File: src/rtl/smem_pkg.sv
package smem_pkg;

    typedef enum logic [1:0] {
        K_LOAD    = 2'd0,
        K_STORE   = 2'd1,
        K_AMO     = 2'd2,
        K_AMO_ALT = 2'd3
    } op_kind_e;

    typedef enum logic [0:0] {
        RT_OPEN = 1'b0,
        RT_HOLD = 1'b1
    } rt_state_e;

    // read-class: loads and atomics share the load budget and return queue
    function automatic logic is_rd_class(input logic [1:0] k);
        return k != K_STORE;
    endfunction

    // write-class: stores and atomics hold a write count
    function automatic logic is_wr_class(input logic [1:0] k);
        return k != K_LOAD;
    endfunction

endpackage

File: src/rtl/smem_fifo.sv
module smem_fifo #(
    parameter int W     = 4,
    parameter int DEPTH = 4
) (
    input  logic         clk,
    input  logic         rst_n,
    input  logic         push,
    input  logic [W-1:0] din,
    input  logic         pop,
    output logic [W-1:0] dout,
    output logic         empty,
    output logic         full
);
    localparam int PW = (DEPTH > 1) ? $clog2(DEPTH) : 1;
    localparam int CW = $clog2(DEPTH + 1);

    logic [W-1:0]  store_m [DEPTH];
    logic [PW-1:0] wp, rp;
    logic [CW-1:0] cnt;
    logic          do_push, do_pop;

    assign empty   = (cnt == '0);
    assign full    = (cnt == CW'(DEPTH));
    assign do_push = push && !full;
    assign do_pop  = pop && !empty;
    assign dout    = store_m[rp];

    always_ff @(posedge clk) begin
        if (do_push) store_m[wp] <= din;
    end

    always_ff @(posedge clk or negedge rst_n) begin
        if (!rst_n) begin
            wp  <= '0;
            rp  <= '0;
            cnt <= '0;
        end else begin
            if (do_push) wp <= (wp == PW'(DEPTH - 1)) ? '0 : wp + 1'b1;
            if (do_pop)  rp <= (rp == PW'(DEPTH - 1)) ? '0 : rp + 1'b1;
            cnt <= cnt + CW'(do_push) - CW'(do_pop);
        end
    end
endmodule

File: src/rtl/smem_ret_queue.sv
module smem_ret_queue #(
    parameter int DEPTH = 2,
    parameter int LAT_W = 4,
    parameter int WF_W  = 2
) (
    input  logic             clk,
    input  logic             rst_n,
    input  logic             push,
    input  logic [1:0]       push_kind,
    input  logic [WF_W-1:0]  push_wf,
    input  logic [LAT_W-1:0] push_lat,
    input  logic             pop,
    output logic             empty,
    output logic [1:0]       head_kind,
    output logic [WF_W-1:0]  head_wf,
    output logic             head_due
);
    localparam int PW = (DEPTH > 1) ? $clog2(DEPTH) : 1;
    localparam int CW = $clog2(DEPTH + 1);

    logic [1:0]       kind_m [DEPTH];
    logic [WF_W-1:0]  wf_m   [DEPTH];
    logic [LAT_W-1:0] dly_m  [DEPTH];
    logic [PW-1:0]    wp, rp;
    logic [CW-1:0]    cnt;
    logic             full, do_push, do_pop;

    assign empty     = (cnt == '0);
    assign full      = (cnt == CW'(DEPTH));
    assign do_push   = push && !full;
    assign do_pop    = pop && !empty;
    assign head_kind = kind_m[rp];
    assign head_wf   = wf_m[rp];
    assign head_due  = (dly_m[rp] == '0);

    always_ff @(posedge clk) begin
        if (do_push) begin
            kind_m[wp] <= push_kind;
            wf_m[wp]   <= push_wf;
        end
    end

    // every entry counts its own wait down, so the head is due on arrival at the front
    always_ff @(posedge clk or negedge rst_n) begin
        if (!rst_n) begin
            for (int i = 0; i < DEPTH; i++) dly_m[i] <= '0;
        end else begin
            for (int i = 0; i < DEPTH; i++) begin
                if (do_push && wp == PW'(i))
                    dly_m[i] <= push_lat;
                else if (dly_m[i] != '0)
                    dly_m[i] <= dly_m[i] - 1'b1;
            end
        end
    end

    always_ff @(posedge clk or negedge rst_n) begin
        if (!rst_n) begin
            wp  <= '0;
            rp  <= '0;
            cnt <= '0;
        end else begin
            if (do_push) wp <= (wp == PW'(DEPTH - 1)) ? '0 : wp + 1'b1;
            if (do_pop)  rp <= (rp == PW'(DEPTH - 1)) ? '0 : rp + 1'b1;
            cnt <= cnt + CW'(do_push) - CW'(do_pop);
        end
    end
endmodule

File: src/rtl/smem_wf_counters.sv
module smem_wf_counters #(
    parameter int NUM_WF = 4,
    parameter int CNT_W  = 4,
    parameter int WF_W   = 2
) (
    input  logic                    clk,
    input  logic                    rst_n,
    input  logic                    inc_en,
    input  logic [WF_W-1:0]         inc_wf,
    input  logic                    inc_rd,
    input  logic                    inc_wr,
    input  logic                    dec_en,
    input  logic [WF_W-1:0]         dec_wf,
    input  logic                    dec_rd,
    input  logic                    dec_wr,
    output logic [NUM_WF*CNT_W-1:0] tot_o,
    output logic [NUM_WF*CNT_W-1:0] rd_o,
    output logic [NUM_WF*CNT_W-1:0] wr_o
);
    for (genvar w = 0; w < NUM_WF; w++) begin : g_wf
        logic [CNT_W-1:0] tot_q, rd_q, wr_q;
        logic             hit_i, hit_d;

        assign hit_i = inc_en && (inc_wf == WF_W'(w));
        assign hit_d = dec_en && (dec_wf == WF_W'(w));

        // increment and decrement combine so a same-cycle pair nets out
        always_ff @(posedge clk or negedge rst_n) begin
            if (!rst_n) begin
                tot_q <= '0;
                rd_q  <= '0;
                wr_q  <= '0;
            end else begin
                tot_q <= tot_q + CNT_W'(hit_i) - CNT_W'(hit_d);
                rd_q  <= rd_q + CNT_W'(hit_i && inc_rd) - CNT_W'(hit_d && dec_rd);
                wr_q  <= wr_q + CNT_W'(hit_i && inc_wr) - CNT_W'(hit_d && dec_wr);
            end
        end

        assign tot_o[w*CNT_W +: CNT_W] = tot_q;
        assign rd_o[w*CNT_W +: CNT_W]  = rd_q;
        assign wr_o[w*CNT_W +: CNT_W]  = wr_q;
    end
endmodule

File: src/rtl/smem_track.sv
module smem_track
    import smem_pkg::*;
#(
    parameter int NUM_WF   = 4,
    parameter int IQ_DEPTH = 4,
    parameter int INFL_MAX = 2,
    parameter int LAT_W    = 4,
    parameter int BUSY_W   = 4,
    parameter int CNT_W    = 4,
    parameter int WF_W     = (NUM_WF > 1) ? $clog2(NUM_WF) : 1
) (
    input  logic                           clk,
    input  logic                           rst_n,
    input  logic                           iss_valid,
    input  logic [1:0]                     iss_kind,
    input  logic [WF_W-1:0]                iss_wf,
    output logic                           iss_ready,
    output logic                           mem_valid,
    output logic [1:0]                     mem_kind,
    output logic [WF_W-1:0]                mem_wf,
    input  logic                           rsp_valid,
    input  logic [1:0]                     rsp_kind,
    input  logic [WF_W-1:0]                rsp_wf,
    input  logic [LAT_W-1:0]               rsp_lat,
    input  logic                           bus_rdy,
    input  logic                           srf_rdy,
    input  logic [BUSY_W-1:0]              cfg_busy,
    output logic                           ret_valid,
    output logic [1:0]                     ret_kind,
    output logic [WF_W-1:0]                ret_wf,
    output logic                           busy,
    output logic [$clog2(INFL_MAX+1)-1:0]  ld_inflight,
    output logic [$clog2(INFL_MAX+1)-1:0]  st_inflight,
    output logic [NUM_WF*CNT_W-1:0]        wf_total,
    output logic [NUM_WF*CNT_W-1:0]        wf_rd,
    output logic [NUM_WF*CNT_W-1:0]        wf_wr
);
    localparam int IW   = $clog2(INFL_MAX + 1);
    localparam int OP_W = 2 + WF_W;

    // ---------------- issue queue ----------------
    logic [OP_W-1:0] iq_head;
    logic            iq_empty, iq_full;
    logic [1:0]      head_kind;
    logic [WF_W-1:0] head_wf;
    logic            send;

    smem_fifo #(.W(OP_W), .DEPTH(IQ_DEPTH)) u_issue_q (
        .clk   (clk),
        .rst_n (rst_n),
        .push  (iss_valid),
        .din   ({iss_kind, iss_wf}),
        .pop   (send),
        .dout  (iq_head),
        .empty (iq_empty),
        .full  (iq_full)
    );

    assign iss_ready = !iq_full;
    assign head_kind = iq_head[WF_W +: 2];
    assign head_wf   = iq_head[WF_W-1:0];

    // ---------------- return queues ----------------
    logic            rq_empty, sq_empty, rq_due, sq_due;
    logic [1:0]      rq_kind, sq_kind;
    logic [WF_W-1:0] rq_wf, sq_wf;
    logic            rsp_rd;
    logic            ret_rd, ret_st;

    assign rsp_rd = is_rd_class(rsp_kind);

    smem_ret_queue #(.DEPTH(INFL_MAX), .LAT_W(LAT_W), .WF_W(WF_W)) u_rd_ret_q (
        .clk       (clk),
        .rst_n     (rst_n),
        .push      (rsp_valid && rsp_rd),
        .push_kind (rsp_kind),
        .push_wf   (rsp_wf),
        .push_lat  (rsp_lat),
        .pop       (ret_rd),
        .empty     (rq_empty),
        .head_kind (rq_kind),
        .head_wf   (rq_wf),
        .head_due  (rq_due)
    );

    smem_ret_queue #(.DEPTH(INFL_MAX), .LAT_W(LAT_W), .WF_W(WF_W)) u_st_ret_q (
        .clk       (clk),
        .rst_n     (rst_n),
        .push      (rsp_valid && !rsp_rd),
        .push_kind (rsp_kind),
        .push_wf   (rsp_wf),
        .push_lat  (rsp_lat),
        .pop       (ret_st),
        .empty     (sq_empty),
        .head_kind (sq_kind),
        .head_wf   (sq_wf),
        .head_due  (sq_due)
    );

    // ---------------- retire candidate ----------------
    logic            cand_valid, cand_due, cand_rd;
    logic [1:0]      cand_kind;
    logic [WF_W-1:0] cand_wf;
    logic            retire;

    always_comb begin
        cand_rd = !rq_empty;
        if (cand_rd) begin
            cand_kind = rq_kind;
            cand_wf   = rq_wf;
            cand_due  = rq_due;
        end else begin
            cand_kind = sq_kind;
            cand_wf   = sq_wf;
            cand_due  = sq_due;
        end
        cand_valid = !rq_empty || !sq_empty;
    end

    // ---------------- write-back hold FSM ----------------
    rt_state_e         state_q, state_d;
    logic [BUSY_W-1:0] timer_q;

    assign retire = cand_valid && cand_due && bus_rdy &&
                    (!cand_rd || srf_rdy) && (state_q == RT_OPEN);
    assign ret_rd = retire && cand_rd;
    assign ret_st = retire && !cand_rd;

    always_comb begin
        state_d = state_q;
        unique case (state_q)
            RT_OPEN: if (retire && cfg_busy != '0) state_d = RT_HOLD;
            RT_HOLD: if (timer_q == BUSY_W'(1))    state_d = RT_OPEN;
            default: state_d = RT_OPEN;
        endcase
    end

    always_ff @(posedge clk or negedge rst_n) begin
        if (!rst_n) state_q <= RT_OPEN;
        else        state_q <= state_d;
    end

    always_ff @(posedge clk or negedge rst_n) begin
        if (!rst_n)               timer_q <= '0;
        else if (retire)          timer_q <= cfg_busy;
        else if (timer_q != '0)   timer_q <= timer_q - 1'b1;
    end

    assign busy      = (state_q == RT_HOLD);
    assign ret_valid = retire;
    assign ret_kind  = cand_kind;
    assign ret_wf    = cand_wf;

    // ---------------- in-flight budgets ----------------
    logic [IW-1:0] ld_q, st_q, ld_left, st_left;
    logic          head_rd, send_rd, send_st;

    assign head_rd = is_rd_class(head_kind);
    // a same-cycle retirement frees its slot before the head is judged
    assign ld_left = ld_q - IW'(ret_rd);
    assign st_left = st_q - IW'(ret_st);
    assign send    = !iq_empty && (head_rd ? (ld_left < IW'(INFL_MAX))
                                           : (st_left < IW'(INFL_MAX)));
    assign send_rd = send && head_rd;
    assign send_st = send && !head_rd;

    always_ff @(posedge clk or negedge rst_n) begin
        if (!rst_n) begin
            ld_q <= '0;
            st_q <= '0;
        end else begin
            ld_q <= ld_left + IW'(send_rd);
            st_q <= st_left + IW'(send_st);
        end
    end

    assign mem_valid   = send;
    assign mem_kind    = head_kind;
    assign mem_wf      = head_wf;
    assign ld_inflight = ld_q;
    assign st_inflight = st_q;

    // ---------------- per-wavefront counters ----------------
    smem_wf_counters #(.NUM_WF(NUM_WF), .CNT_W(CNT_W), .WF_W(WF_W)) u_wf_cnt (
        .clk    (clk),
        .rst_n  (rst_n),
        .inc_en (iss_valid && !iq_full),
        .inc_wf (iss_wf),
        .inc_rd (is_rd_class(iss_kind)),
        .inc_wr (is_wr_class(iss_kind)),
        .dec_en (retire),
        .dec_wf (cand_wf),
        .dec_rd (is_rd_class(cand_kind)),
        .dec_wr (is_wr_class(cand_kind)),
        .tot_o  (wf_total),
        .rd_o   (wf_rd),
        .wr_o   (wf_wr)
    );
endmodule

File: config.mk
export PLATFORM = sky130hd
export DESIGN_NAME = smem_track
export DESIGN_NICKNAME = d
export VERILOG_FILES = /design/src/rtl/smem_pkg.sv /design/src/rtl/smem_fifo.sv /design/src/rtl/smem_ret_queue.sv /design/src/rtl/smem_wf_counters.sv /design/src/rtl/smem_track.sv
export SDC_FILE = /design/constraint.sdc
export NUM_CORES = 1
export LEC_CHECK = 0
export BUFFER_PORTS_ARGS = -buffer_cell sky130_fd_sc_hd__buf_2
export CAP_MARGIN = 10
export CORE_ASPECT_RATIO = 1.25
export CORE_MARGIN = 2
export CORE_UTILIZATION = 27
export CTS_CLUSTER_SIZE = 10
export DETAILED_ROUTE_END_ITERATION = 12
export HOLD_SLACK_MARGIN = 0.06
export PLACE_DENSITY = 0.5
export SYNTH_ARGS = -nofsm -noshare
export SYNTH_HDL_FRONTEND = slang
export SYNTH_SLANG_ARGS = --single-unit
File: constraint.sdc
create_clock -name clk -period 2.95 [get_ports clk]
set_clock_uncertainty 0.15 [all_clocks]
set_input_delay 0.4425 -clock clk [delete_from_list [all_inputs] [get_ports clk]]
set_output_delay 0.4425 -clock clk [all_outputs]
set_load 0.1 [all_outputs]
==> run metrics <==
CTS HTree Levels 4; layout filler cell count 2402; Avg Cell Area, Syn 11.3 sq um; CTS clk-pin slew, worst paths 0.06 ns; Final Hold Violating Endpoints 0; Via Count 4548; Die Wd 144 um; Die Area 25800 sq um; Distinct cells, synth 44; total wire length ~15000 um; final setup TNS -0.905 ns; Mapped Nets a little under 700; Max Buffers Root-to-Sink 2; aggregate global routing overflow 0; slew margin rel. 0.554; Synth top area share 0.333; failing checks negative setup slack; number of diodes 0; Final #Nets 859; Antenna Nets Post-Route 0; Fmax 323 MHz; Critical Path Most Common Cell inv_2; WP data required roughly 3.1 ns; worst skew pair latency roughly 0.42 ns; max-cap check violation count 0; core footprint 24300 sq um; commonest non-fill, non-tap cell in the layout inv_1; Synth area leader dfrtp_1; die height 179 um; status finished, violations left; worst hold path type in -> reg; Gate Count Post-Synth 586; commonest cells after routing, fill and taps aside inv_1, dfrtp_1, buf_2; Synth Register Bits 120; number of CTS-inserted buffers 17; # IOs 86; Root Driver clkbuf_16; post-synthesis mux area share 0.0484; worst-path cell chain o41ai_4 > o2111ai_4 > a21boi_4 > a311o_2 > nor2_2 > ha_2 > inv_2 > ha_4 > inv_2 > fa_2 > inv_2; # setup viols final 11; Remaining DRCs 0; Setup crit start kind flip-flop; non-filler cells, final approximately 1100; Final Worst Setup Slack -0.142 ns; share of cells above drive strength 1 0.363; Post-Synth Simple-Gate Area 0.0853; crit-path max FO 4; Buf+Inv Stages, Crit Path 3; CP delay by family, top compound AO/OA/AOI/OAI gates; Slew Limit Fails 0; Initial Utilization 0.273; GRT Resource Usage Total 0.121; largest net degree at the start of global routing 47; initial antenna violation count 0; CP max stage cell fa_2; fin crit period 3.09 ns; gpl congestion ~0.74; ranking of synthesized cells by area dfrtp_1, edfxtp_1, ha_1; unrepaired setup endpoints after global routing true; placed instance count 1045; Synth Area in Compound Gates 0.0647; num rows 64; drt via density approximately 4.2; synthesized cell area 6610 sq um; TritonRoute pass-1 iters 4; CTS tree built; Post-DP HPWL 11200 um; WP data arrival 3.26 ns; Worst Path Class, Setup reg -> reg; xor and xnor area share after synthesis 0.0808; Adder-Cell Fraction of Synth Area 0.179; Crit. End Element flip-flop; Largest stage delay, worst path 0.52 ns; main combinational cell family by area after synthesis adder cells; clk sink count 120; yosys warns 0; first-pass GRT wire length ~24000 um; vias in the first global route 4613; DRT iter0 DRCs 89; sequential element share of the synthesized area 0.478; PortBufs 85; Area Growth Syn to Fin 37.3%; Final Cycle Share 1.05; Slew @ Worst Pin 0.669 ns; DR WL/cell around 13 um
## sequential cells by signal (all words and copies together), names as in the netlist, 8 cells and up
register / cells
u_issue_q.store_m: 16
u_rd_ret_q.dly_m: 8
u_st_ret_q.dly_m: 8
u_wf_cnt.g_wf.rd_q: 16
u_wf_cnt.g_wf.tot_q: 16
u_wf_cnt.g_wf.wr_q: 16
## synth_stat cells
master and count:
a211oi_1 1, a21boi_2 1, a21o_1 12, a21oi_1 24, a22o_1 1, a311o_1 1, and3_1 7, and3b_1 2
buf_2 3, buf_6 1, clkbuf_1 2, dfrtp_1 88, edfxtp_1 32, fa_1 13, ha_1 74, inv_1 102
mux2_2 8, mux2_4 2, mux2i_1 8, mux2i_4 1, mux4_1 2, mux4_2 2, nand2_1 25, nand2b_1 7
nand2b_4 1, nand3_1 6, nand3b_1 1, nor2_1 42, nor2_4 1, nor2b_1 3, nor3_1 15, nor3b_1 1
nor4_1 3, o2111ai_1 1, o211ai_1 1, o21ai_0 19, o311a_2 1, o31a_1 2, o31ai_1 3, o41ai_1 2
or2_2 2, or3_1 2, xnor2_1 46, xor2_1 15
## per-stage QoR
stage | hold slack, ns | worst slack (ns) | instance area (sq um) | utilization
3_3_place_gp | 0.337 | -0.0437 | 7920 | 0.326
6_report | 0.0917 | -0.142 | 9080 | 0.374
3_5_place_dp | 0.340 | -0.0793 | 7920 | 0.326
4_1_cts | 0.0815 | -0.194 | 8680 | 0.358
5_1_grt | 0.0942 | -0.242 | 9080 | 0.374
2_1_floorplan | -0.00309 | -0.283 | 6630 | -
## worst reg2reg max path: stages, from the launching register on
cell,delay (ns)
dfrtp_1,0.41
o41ai_4,0.41
o2111ai_4,0.20
a21boi_4,0.19
a311o_2,0.43
nor2_2,0.12
ha_2,0.28
inv_2,0.07
ha_4,0.15
inv_2,0.04
fa_2,0.52
inv_2,0.03
## metal layers
metal	global-route usage	wire length, um	vias up	part of all wire
li1	-	-	2271	-
met1	0.140	6180	2198	0.42
met2	0.213	7780	62	0.53
met3	0.0254	444	17	0.030
met4	0.0535	276	0	0.019
met5	0	0	-	0
## cell type report
type	instances	area, sq um	share of cell area
Timing Repair Buffer	151	1040	0.114
Clock buffer	22	474	0.0522
Tap cell	330	413	0.0455
Clock inverter	10	143	0.0157
Inverter	102	383	0.0422
Sequential cell	120	3170	0.349
Multi-Input combinational cell	358	3460	0.381
## worst paths after layout
path / slack [ns] / end / cells after the start / from
worst max-delay path: -0.14 / u_wf_cnt.g_wf[1].wr_q[1] / 11 / u_st_ret_q.dly_m[0]
worst min-delay path: 0.09 / u_rd_ret_q.wf_m[1][1] / 1 / rsp_wf[1]
worst max register to register: -0.14 / u_wf_cnt.g_wf[1].wr_q[1] / 11 / u_st_ret_q.dly_m[0]
worst min register to register: 0.35 / u_st_ret_q.wp / 1 / u_st_ret_q.wp
max in group asynchronous: 1.52 / u_issue_q.rp[0] / 3 / rst_n
min in group asynchronous: 0.43 / u_wf_cnt.g_wf[2].wr_q[3] / 2 / rst_n
## what timing repair did
item | in CTS | in global routing
hold buffers | 1 | 0
endpoints found under the setup margin | 21 | 37
resized for setup | 25 | 72
buffers inserted | 2 | 13
pin swaps | 9 | 34
endpoints found under the hold margin | 45 | 0
## cell families after synthesis
group           Yosys count
compound gates           69
xor+xnor                 61
fa+ha+maj                87
buf+inv                 108
flops                   120
mux                      23
simple gates            118
Power is not shown: default switching activity piles up to over one toggle a cycle in this logic, so the estimate is an artifact.
